$ cat config.mk
export PLATFORM = sky130hd
export DESIGN_NAME = adc_sar_frontend
export DESIGN_NICKNAME = d
export VERILOG_FILES = /design/src/rtl/adc_fe_pkg.sv /design/src/rtl/adc_fe_clkdiv.sv /design/src/rtl/adc_fe_sar.sv /design/src/rtl/adc_fe_regs.sv /design/src/rtl/adc_sar_frontend.sv
export SDC_FILE = /design/constraint.sdc
export NUM_CORES = 1
export LEC_CHECK = 0
export ABC_AREA = 1
export BUFFER_PORTS_ARGS = -buffer_cell sky130_fd_sc_hd__buf_4
export CELL_PAD_IN_SITES_DETAIL_PLACEMENT = 1
export CELL_PAD_IN_SITES_GLOBAL_PLACEMENT = 1
export CORE_UTILIZATION = 31
export CTS_CLUSTER_DIAMETER = 60
export CTS_CLUSTER_SIZE = 14
export DETAILED_ROUTE_END_ITERATION = 16
export PLACE_DENSITY = 0.64
export SLEW_MARGIN = 20
export SYNTH_ARGS = -nofsm -noshare
export SYNTH_HDL_FRONTEND = slang
export SYNTH_SLANG_ARGS = --single-unit
$ cat constraint.sdc
create_clock -name clk -period 1.9 [get_ports clk]
set_input_delay 0.095 -clock clk [delete_from_list [all_inputs] [get_ports clk]]
set_output_delay 0.095 -clock clk [all_outputs]
set_load 0.05 [all_outputs]
$ cat src/rtl/adc_fe_pkg.sv
package adc_fe_pkg;

  localparam int CHAN_LSB  = 0;
  localparam int CHAN_FW   = 3;
  localparam int CFG_LSB   = 3;
  localparam int CFG_FW    = 3;
  localparam int FLAG_BIT  = 6;
  localparam int START_BIT = 7;
  localparam int CKS_FW    = 2;

  typedef enum logic [CKS_FW-1:0] {
    CKS_DIV_A = 2'b00,
    CKS_DIV_B = 2'b01,
    CKS_DIV_C = 2'b10,
    CKS_RSVD  = 2'b11
  } cks_e;

  // number of pins in analog mode for a configuration code, 0 = powered down
  function automatic int analog_pins(input logic [CFG_FW-1:0] cfg, input int num_ch);
    if (cfg != '0 && int'(cfg) <= num_ch) return int'(cfg);
    return 0;
  endfunction

endpackage

$ cat src/rtl/adc_fe_clkdiv.sv
module adc_fe_clkdiv
  import adc_fe_pkg::*;
#(
  parameter int DIV_A = 2,
  parameter int DIV_B = 8,
  parameter int DIV_C = 32
)(
  input  logic              clk,
  input  logic              rst,
  input  logic              run,
  input  logic              restart,
  input  logic [CKS_FW-1:0] sel,
  output logic              tick
);

  function automatic int max3(input int a, input int b, input int c);
    int m;
    m = (a > b) ? a : b;
    return (m > c) ? m : c;
  endfunction

  localparam int DIV_MAX = max3(DIV_A, DIV_B, DIV_C);
  localparam int CNT_W   = (DIV_MAX > 2) ? $clog2(DIV_MAX) : 1;

  logic [CNT_W-1:0] cnt;
  logic [CNT_W-1:0] lim;

  always_comb begin
    case (cks_e'(sel))
      CKS_DIV_A: lim = CNT_W'(DIV_A - 1);
      CKS_DIV_B: lim = CNT_W'(DIV_B - 1);
      CKS_DIV_C: lim = CNT_W'(DIV_C - 1);
      default:   lim = CNT_W'(DIV_C - 1);
    endcase
  end

  assign tick = run && (cnt >= lim);

  always_ff @(posedge clk) begin
    if (rst)                           cnt <= '0;
    else if (restart || !run || tick)  cnt <= '0;
    else                               cnt <= cnt + 1'b1;
  end


  tick_wrap_chk: assert property (@(posedge clk) disable iff (rst)
    tick |=> (cnt == '0));


  count_step_chk: assert property (@(posedge clk) disable iff (rst)
    (run && !restart && !tick) |=> (cnt == $past(cnt) + 1'b1));

endmodule

$ cat src/rtl/adc_fe_sar.sv
module adc_fe_sar #(
  parameter int DATA_W = 8,
  parameter int CH_W   = 2
)(
  input  logic              clk,
  input  logic              rst,
  input  logic              launch,
  input  logic              kill,
  input  logic              tick,
  input  logic [CH_W-1:0]   chan_in,
  input  logic              cmp_in,
  output logic              busy,
  output logic [DATA_W-1:0] dac_code,
  output logic [CH_W-1:0]   chan_sel,
  output logic [DATA_W-1:0] result,
  output logic              done
);

  localparam int PTR_W = (DATA_W > 2) ? $clog2(DATA_W) : 1;

  logic [PTR_W-1:0]  ptr;
  logic [DATA_W-1:0] cur_bit;
  logic [DATA_W-1:0] kept;
  logic              finish;

  assign cur_bit = DATA_W'(1) << ptr;
  assign kept    = cmp_in ? dac_code : (dac_code & ~cur_bit);
  assign finish  = busy && tick && (ptr == '0);
  assign done    = finish && !kill;

  always_ff @(posedge clk) begin
    if (rst) begin
      busy     <= 1'b0;
      ptr      <= '0;
      dac_code <= '0;
      chan_sel <= '0;
      result   <= '0;
    end else if (kill) begin
      busy     <= 1'b0;
      ptr      <= '0;
      dac_code <= '0;
    end else if (launch) begin
      busy     <= 1'b1;
      ptr      <= PTR_W'(DATA_W - 1);
      dac_code <= DATA_W'(1) << (DATA_W - 1);
      chan_sel <= chan_in;
    end else if (busy && tick) begin
      if (ptr == '0) begin
        result   <= kept;
        busy     <= 1'b0;
        dac_code <= '0;
      end else begin
        dac_code <= kept | (cur_bit >> 1);
        ptr      <= ptr - 1'b1;
      end
    end
  end


  result_hold_chk: assert property (@(posedge clk) disable iff (rst)
    !done |=> $stable(result));


  msb_first_chk: assert property (@(posedge clk) disable iff (rst)
    launch |=> (dac_code == (DATA_W'(1) << (DATA_W - 1))));


  kill_idle_chk: assert property (@(posedge clk) disable iff (rst)
    kill |=> !busy);

endmodule

$ cat src/rtl/adc_fe_regs.sv
module adc_fe_regs
  import adc_fe_pkg::*;
#(
  parameter int                DATA_W    = 8,
  parameter int                ADDR_W    = 8,
  parameter int                NUM_CH    = 4,
  parameter int                CH_W      = 2,
  parameter logic [ADDR_W-1:0] ADDR_RES  = 8'h21,
  parameter logic [ADDR_W-1:0] ADDR_CTL  = 8'h22,
  parameter logic [ADDR_W-1:0] ADDR_CKS  = 8'h23
)(
  input  logic              clk,
  input  logic              rst,
  input  logic [ADDR_W-1:0] bus_addr,
  input  logic              bus_wr,
  input  logic [DATA_W-1:0] bus_wdata,
  output logic [DATA_W-1:0] bus_rdata,
  input  logic [DATA_W-1:0] result,
  input  logic              done,
  input  logic              irq_en,
  input  logic              irq_ack,
  output logic              irq,
  output logic              conv_pwr,
  output logic [NUM_CH-1:0] pin_analog,
  output logic [CKS_FW-1:0] cks,
  output logic [CH_W-1:0]   launch_chan,
  output logic              launch,
  output logic              kill
);

  logic [CHAN_FW-1:0] chan_q, new_chan;
  logic [CFG_FW-1:0]  cfg_q, new_cfg, cfg_d;
  logic               start_q, eoc_q, pend_q, new_start;
  logic               ctl_wr, cks_wr, start_rise, start_fall;
  logic               pend_d;
  int                 npins_new, npins_d;
  logic [NUM_CH-1:0]  pins_d;

  assign ctl_wr    = bus_wr && (bus_addr == ADDR_CTL);
  assign cks_wr    = bus_wr && (bus_addr == ADDR_CKS);
  assign new_chan  = bus_wdata[CHAN_LSB +: CHAN_FW];
  assign new_cfg   = bus_wdata[CFG_LSB +: CFG_FW];
  assign new_start = bus_wdata[START_BIT];

  assign start_rise = ctl_wr &&  new_start && !start_q;
  assign start_fall = ctl_wr && !new_start &&  start_q;

  assign cfg_d     = ctl_wr ? new_cfg : cfg_q;
  assign npins_new = analog_pins(new_cfg, NUM_CH);
  assign npins_d   = analog_pins(cfg_d, NUM_CH);

  assign launch      = start_fall && (npins_new != 0) && (int'(new_chan) < npins_new);
  assign launch_chan = new_chan[CH_W-1:0];
  assign kill        = start_rise || (npins_d == 0);

  for (genvar g = 0; g < NUM_CH; g++) begin : g_pin
    assign pins_d[g] = (g < npins_d);
  end

  assign pend_d = done ? 1'b1 : (irq_ack ? 1'b0 : pend_q);

  always_ff @(posedge clk) begin
    if (rst) begin
      chan_q     <= '0;
      cfg_q      <= '0;
      start_q    <= 1'b0;
      eoc_q      <= 1'b0;
      cks        <= '0;
      pend_q     <= 1'b0;
      irq        <= 1'b0;
      conv_pwr   <= 1'b0;
      pin_analog <= '0;
      bus_rdata  <= '0;
    end else begin
      if (ctl_wr) begin
        chan_q  <= new_chan;
        cfg_q   <= new_cfg;
        start_q <= new_start;
      end
      if (cks_wr) cks <= bus_wdata[CKS_FW-1:0];

      if (start_rise) eoc_q <= 1'b1;
      else if (done)  eoc_q <= 1'b0;

      pend_q     <= pend_d;
      irq        <= pend_d && irq_en;
      conv_pwr   <= (npins_d != 0);
      pin_analog <= pins_d;

      if (bus_addr == ADDR_RES)
        bus_rdata <= result;
      else if (bus_addr == ADDR_CTL)
        bus_rdata <= DATA_W'({start_q, eoc_q, cfg_q, chan_q});
      else if (bus_addr == ADDR_CKS)
        bus_rdata <= DATA_W'(cks);
      else
        bus_rdata <= '0;
    end
  end


  flag_on_rise_chk: assert property (@(posedge clk) disable iff (rst)
    start_rise |=> eoc_q);


  flag_clear_chk: assert property (@(posedge clk) disable iff (rst)
    done |=> !eoc_q);


  irq_pend_chk: assert property (@(posedge clk) disable iff (rst)
    done |=> (pend_q && (irq == $past(irq_en))));


  irq_gate_chk: assert property (@(posedge clk) disable iff (rst)
    irq |-> $past(irq_en));

endmodule

$ cat src/rtl/adc_sar_frontend.sv
module adc_sar_frontend
  import adc_fe_pkg::*;
#(
  parameter int                DATA_W   = 8,
  parameter int                ADDR_W   = 8,
  parameter int                NUM_CH   = 4,
  parameter logic [ADDR_W-1:0] ADDR_RES = 8'h21,
  parameter logic [ADDR_W-1:0] ADDR_CTL = 8'h22,
  parameter logic [ADDR_W-1:0] ADDR_CKS = 8'h23,
  parameter int                DIV_A    = 2,
  parameter int                DIV_B    = 8,
  parameter int                DIV_C    = 32,
  localparam int               CH_W     = (NUM_CH > 2) ? $clog2(NUM_CH) : 1
)(
  input  logic              clk,
  input  logic              rst,
  input  logic [ADDR_W-1:0] bus_addr,
  input  logic              bus_wr,
  input  logic [DATA_W-1:0] bus_wdata,
  output logic [DATA_W-1:0] bus_rdata,
  input  logic              irq_en,
  input  logic              irq_ack,
  output logic              irq,
  output logic              conv_pwr,
  output logic [NUM_CH-1:0] pin_analog,
  output logic [DATA_W-1:0] dac_code,
  output logic [CH_W-1:0]   chan_sel,
  input  logic              cmp_in
);

  logic [DATA_W-1:0] result;
  logic              done, launch, kill, tick, sar_busy;
  logic [CKS_FW-1:0] cks;
  logic [CH_W-1:0]   launch_chan;

  adc_fe_regs #(
    .DATA_W(DATA_W), .ADDR_W(ADDR_W), .NUM_CH(NUM_CH), .CH_W(CH_W),
    .ADDR_RES(ADDR_RES), .ADDR_CTL(ADDR_CTL), .ADDR_CKS(ADDR_CKS)
  ) u_regs (
    .clk(clk), .rst(rst),
    .bus_addr(bus_addr), .bus_wr(bus_wr), .bus_wdata(bus_wdata), .bus_rdata(bus_rdata),
    .result(result), .done(done),
    .irq_en(irq_en), .irq_ack(irq_ack), .irq(irq),
    .conv_pwr(conv_pwr), .pin_analog(pin_analog),
    .cks(cks), .launch_chan(launch_chan), .launch(launch), .kill(kill)
  );

  adc_fe_clkdiv #(
    .DIV_A(DIV_A), .DIV_B(DIV_B), .DIV_C(DIV_C)
  ) u_div (
    .clk(clk), .rst(rst), .run(sar_busy), .restart(launch), .sel(cks), .tick(tick)
  );

  adc_fe_sar #(
    .DATA_W(DATA_W), .CH_W(CH_W)
  ) u_sar (
    .clk(clk), .rst(rst), .launch(launch), .kill(kill), .tick(tick),
    .chan_in(launch_chan), .cmp_in(cmp_in),
    .busy(sar_busy), .dac_code(dac_code), .chan_sel(chan_sel),
    .result(result), .done(done)
  );


  pwr_idle_chk: assert property (@(posedge clk) disable iff (rst)
    !conv_pwr |-> !sar_busy);

endmodule

==> flow_metrics.py <==
metrics = {
    "setup_path": {
        "crit_path_end_kind": "flip-flop",
        "crit_type": "flip-flop to flip-flop",
        "worstPathArrival_ps": 2090,
        "crit_chain": "inv_4 > ha_4 > nand2_2 > inv_2 > nand4_1 > nand3_2 > nand2_4 > nor2_4 > nand4_4 > nand2_2 > nand2_1 > nor2_1",
        "cp_top_family": "simple AND/OR/NAND/NOR gates",
        "start_kind": "flip-flop",
        "cp_data_required_time_ps": 2160,
        "crit_path_frequent_cell": "nand2_2",
        "critical-path-slowest-cell": "dfxtp_4",
        "slowest_delay_ps": 380,
        "cp.buffers_inverters": 2,
        "crit_fanout": 8,
    },
    "pwr": {
        "worst_ir_drop_vdd_mv": 0.248,
        "power.total_mw": 1.89,
        "p_per_area_mw_per_mm2": 539,
        "p_leak_nw": 1.69,
    },
    "clock_tree": {
        "clock_sinks": 52,
        "cts_buffers": 5,
        "cts_max_path_buffers": 2,
        "insertion_delay_ps": 320,
        "h-tree-depth": 2,
        "cts_tree": "built",
        "root_buffer": "clkbuf_8",
        "clk_transition_reported_paths_ps": 100,
    },
    "timing": {
        "worstMarginPinSlew_ps": 308,
        "final-setup-viol-count": 0,
        "max_freq_mhz": 544,
        "hold_viol_final": 0,
        "finalClockSkew_ps": 9.98,
        "tns_ps": 0,
        "relSlewSlack_pct": 79.3,
        "rsz0062_at_grt": "true",
        "fin_crit_sh_pct": 96.8,
        "drv_slew": 0,
        "period_minus_slack_ps": 1840,
    },
    "finish": {
        "fillers": 994,
        "instances_no_fill": 536,
        "layout-drive-gt1-share_pct": 30.6,
        "diodes": 0,
        "utilization_pct": 44.9,
        "syn_to_final_growth_pct": 38.1,
        "final_nets": 469,
    },
    "floorplan": {
        "rows": 32,
        "dieArea_mm2": 0.00856,
        "io_pins": 46,
        "start_util_pct": 32.5,
        "die_y_um": 92.5,
        "die_w_um": 92.5,
        "core-area_mm2": 0.00781,
    },
    "grt": {
        "grt_first_pass_wirelength_um": 11400,
        "antenna_found_initial": 0,
        "grt_max_degree": 20,
        "grt_pass1_vias": 2424,
        "track_usage_pct": 16.9,
        "grt_remaining_overflow": 0,
    },
    "job": {
        "drv_cap": 0,
    },
    "yosys": {
        "ys_warn_count": 0,
        "synth_top_area_share_pct": 41.0,
        "ys.flop_type": "dfxtp_1",
        "yosys_register_bits": 52,
        "synth_edf_count": 0,
        "synth.area.top_cells": "dfxtp_1 (41%), nand2_1 (10%), inv_1 (10%)",
        "synthCells": 350,
        "syn_area_per_cell_um2": 7.26,
        "yosys.area.top_type": "dfxtp_1",
        "syn_nets": 386,
        "syn-cell-area_mm2": 0.00254,
        "yosysMostFrequentCell": "nand2_1",
        "yosys-top-cells-count": "nand2_1 (69), inv_1 (68), dfxtp_1 (52)",
        "synthArstFlopShare_pct": 0,
        "synth_seq_area_share_pct": 41.0,
        "yosysUniqueCellTypes": 33,
    },
    "run_status": {
        "status": "completed",
    },
    "worst_hold_path": {
        "hp-class": "input pin to flip-flop",
    },
    "routing": {
        "antenna_left": 0,
        "vias_per_cell": 4.56,
        "wl_per_cell_um": 12.7,
        "drt_wl_total_um": 6800,
        "num_vias": 2446,
        "drt_pre_antenna_iters": 4,
        "drcViolationCount": 0,
        "drt_first_iter_violations": 74,
    },
    "placement": {
        "gp_congestion": 0.843,
        "hpwl_um": 5210,
        "portBuffers": 44,
        "dp_cells": 520,
    },
}
==> cell families (layout without fill, tap and decap cells) <==
| logic type | Yosys count | in the layout | share of synthesized area, % |
|---|---|---|---|
| fa+ha+maj | 14 | 14 | 6.90 |
| compound gates | 58 | 58 | 12.5 |
| buf+inv | 78 | 161 | 12.0 |
| simple gates | 145 | 146 | 26.6 |
| xor+xnor | 3 | 3 | 1.03 |
| flops | 52 | 52 | 41.0 |
==> through the flow <==
step	setup WS, ps	hold slack, ps	cell area, um^2
global route	-86.0	15.9	3510
detailed placement	-281	337	3200
global placement	-207	328	3200
CTS	-31.7	54.3	3350
finish	61.0	21.0	3510
floorplan	4.85	217	2550
==> path summary, 6_finish.rpt <==
check                         from               end  slack [ps]  cells past startpoint
hold / removal             irq_ack     u_regs.pend_q          20                      4
hold reg to reg   u_regs.chan_q[1]  u_regs.chan_q[1]         470                      2
setup reg to reg     u_regs.cks[1]   u_sar.result[6]          60                     12
setup / recovery     u_regs.cks[1]   u_sar.result[6]          60                     12
==> power by group <==
group / leakage [nW] / internal (mW) / switching (mW)
clock: 0.0463 / 0.271 / 0.415
sequential: 0.421 / 1.09 / 0.000357
combinational: 1.22 / 0.0579 / 0.0591
==> sequential cells by signal (all words and copies together) (netlist names), 2 cells and up <==
name and count:
u_regs.pin_analog 4, u_regs.chan_q 3, u_regs.cfg_q 3, u_sar.result 8, u_div.cnt 5, u_sar.dac_code 8, u_regs.bus_rdata 8, u_regs.cks 2
u_sar.chan_sel 2, u_sar.ptr 3
==> cell type report <==
cell class              instances  area [um^2]  share of cell area [%]
repair buffers                 82          626                    17.8
inverters                      71          274                    7.81
flip-flops and latches         52         1050                    29.9
clock inverters                 3         27.5                   0.785
well taps                     102          128                    3.64
clock buffers                   5         68.8                    1.96
multi-input cells             221         1340                    38.1
==> tightest hold or removal path, cell delays in order <==
cell and delay, ps:
buf_4 80, o21ai_2 50, inv_1 50, nor2_1 30
==> what timing repair did <==
action / 4_1_cts / 5_1_grt
setup buffers: 0 / 6
gates cloned: 1 / 0
hold buffers: 1 / 0
pin swaps: 1 / 12
hold endpoints to repair: 1 / 0
endpoints found under the setup margin: 19 / 30
gates resized for setup: 6 / 35
==> routing by layer <==
| layer | part of all wire [%] | track usage [%] | wire length [um] | up-vias |
|---|---|---|---|---|
| li1 | - | - | - | 1260 |
| met1 | 47 | 21.3 | 3180 | 1142 |
| met2 | 49 | 29.1 | 3300 | 36 |
| met3 | 3.4 | 2.96 | 230 | 8 |
| met4 | 1.3 | 5.47 | 87 | 0 |
| met5 | 0 | 0 | 0 | - |
==> cell usage in the layout, fill, tap and decap left out, types with 7 or more instances in the layout <==
cell type	count
nor2_1	41
inv_1	63
nand2_2	11
buf_4	79
nand4_1	7
dfxtp_1	48
ha_1	12
nand2_1	61
o21ai_0	17
a21oi_1	24
No activity file was read; power rests on OpenSTA's default activity.
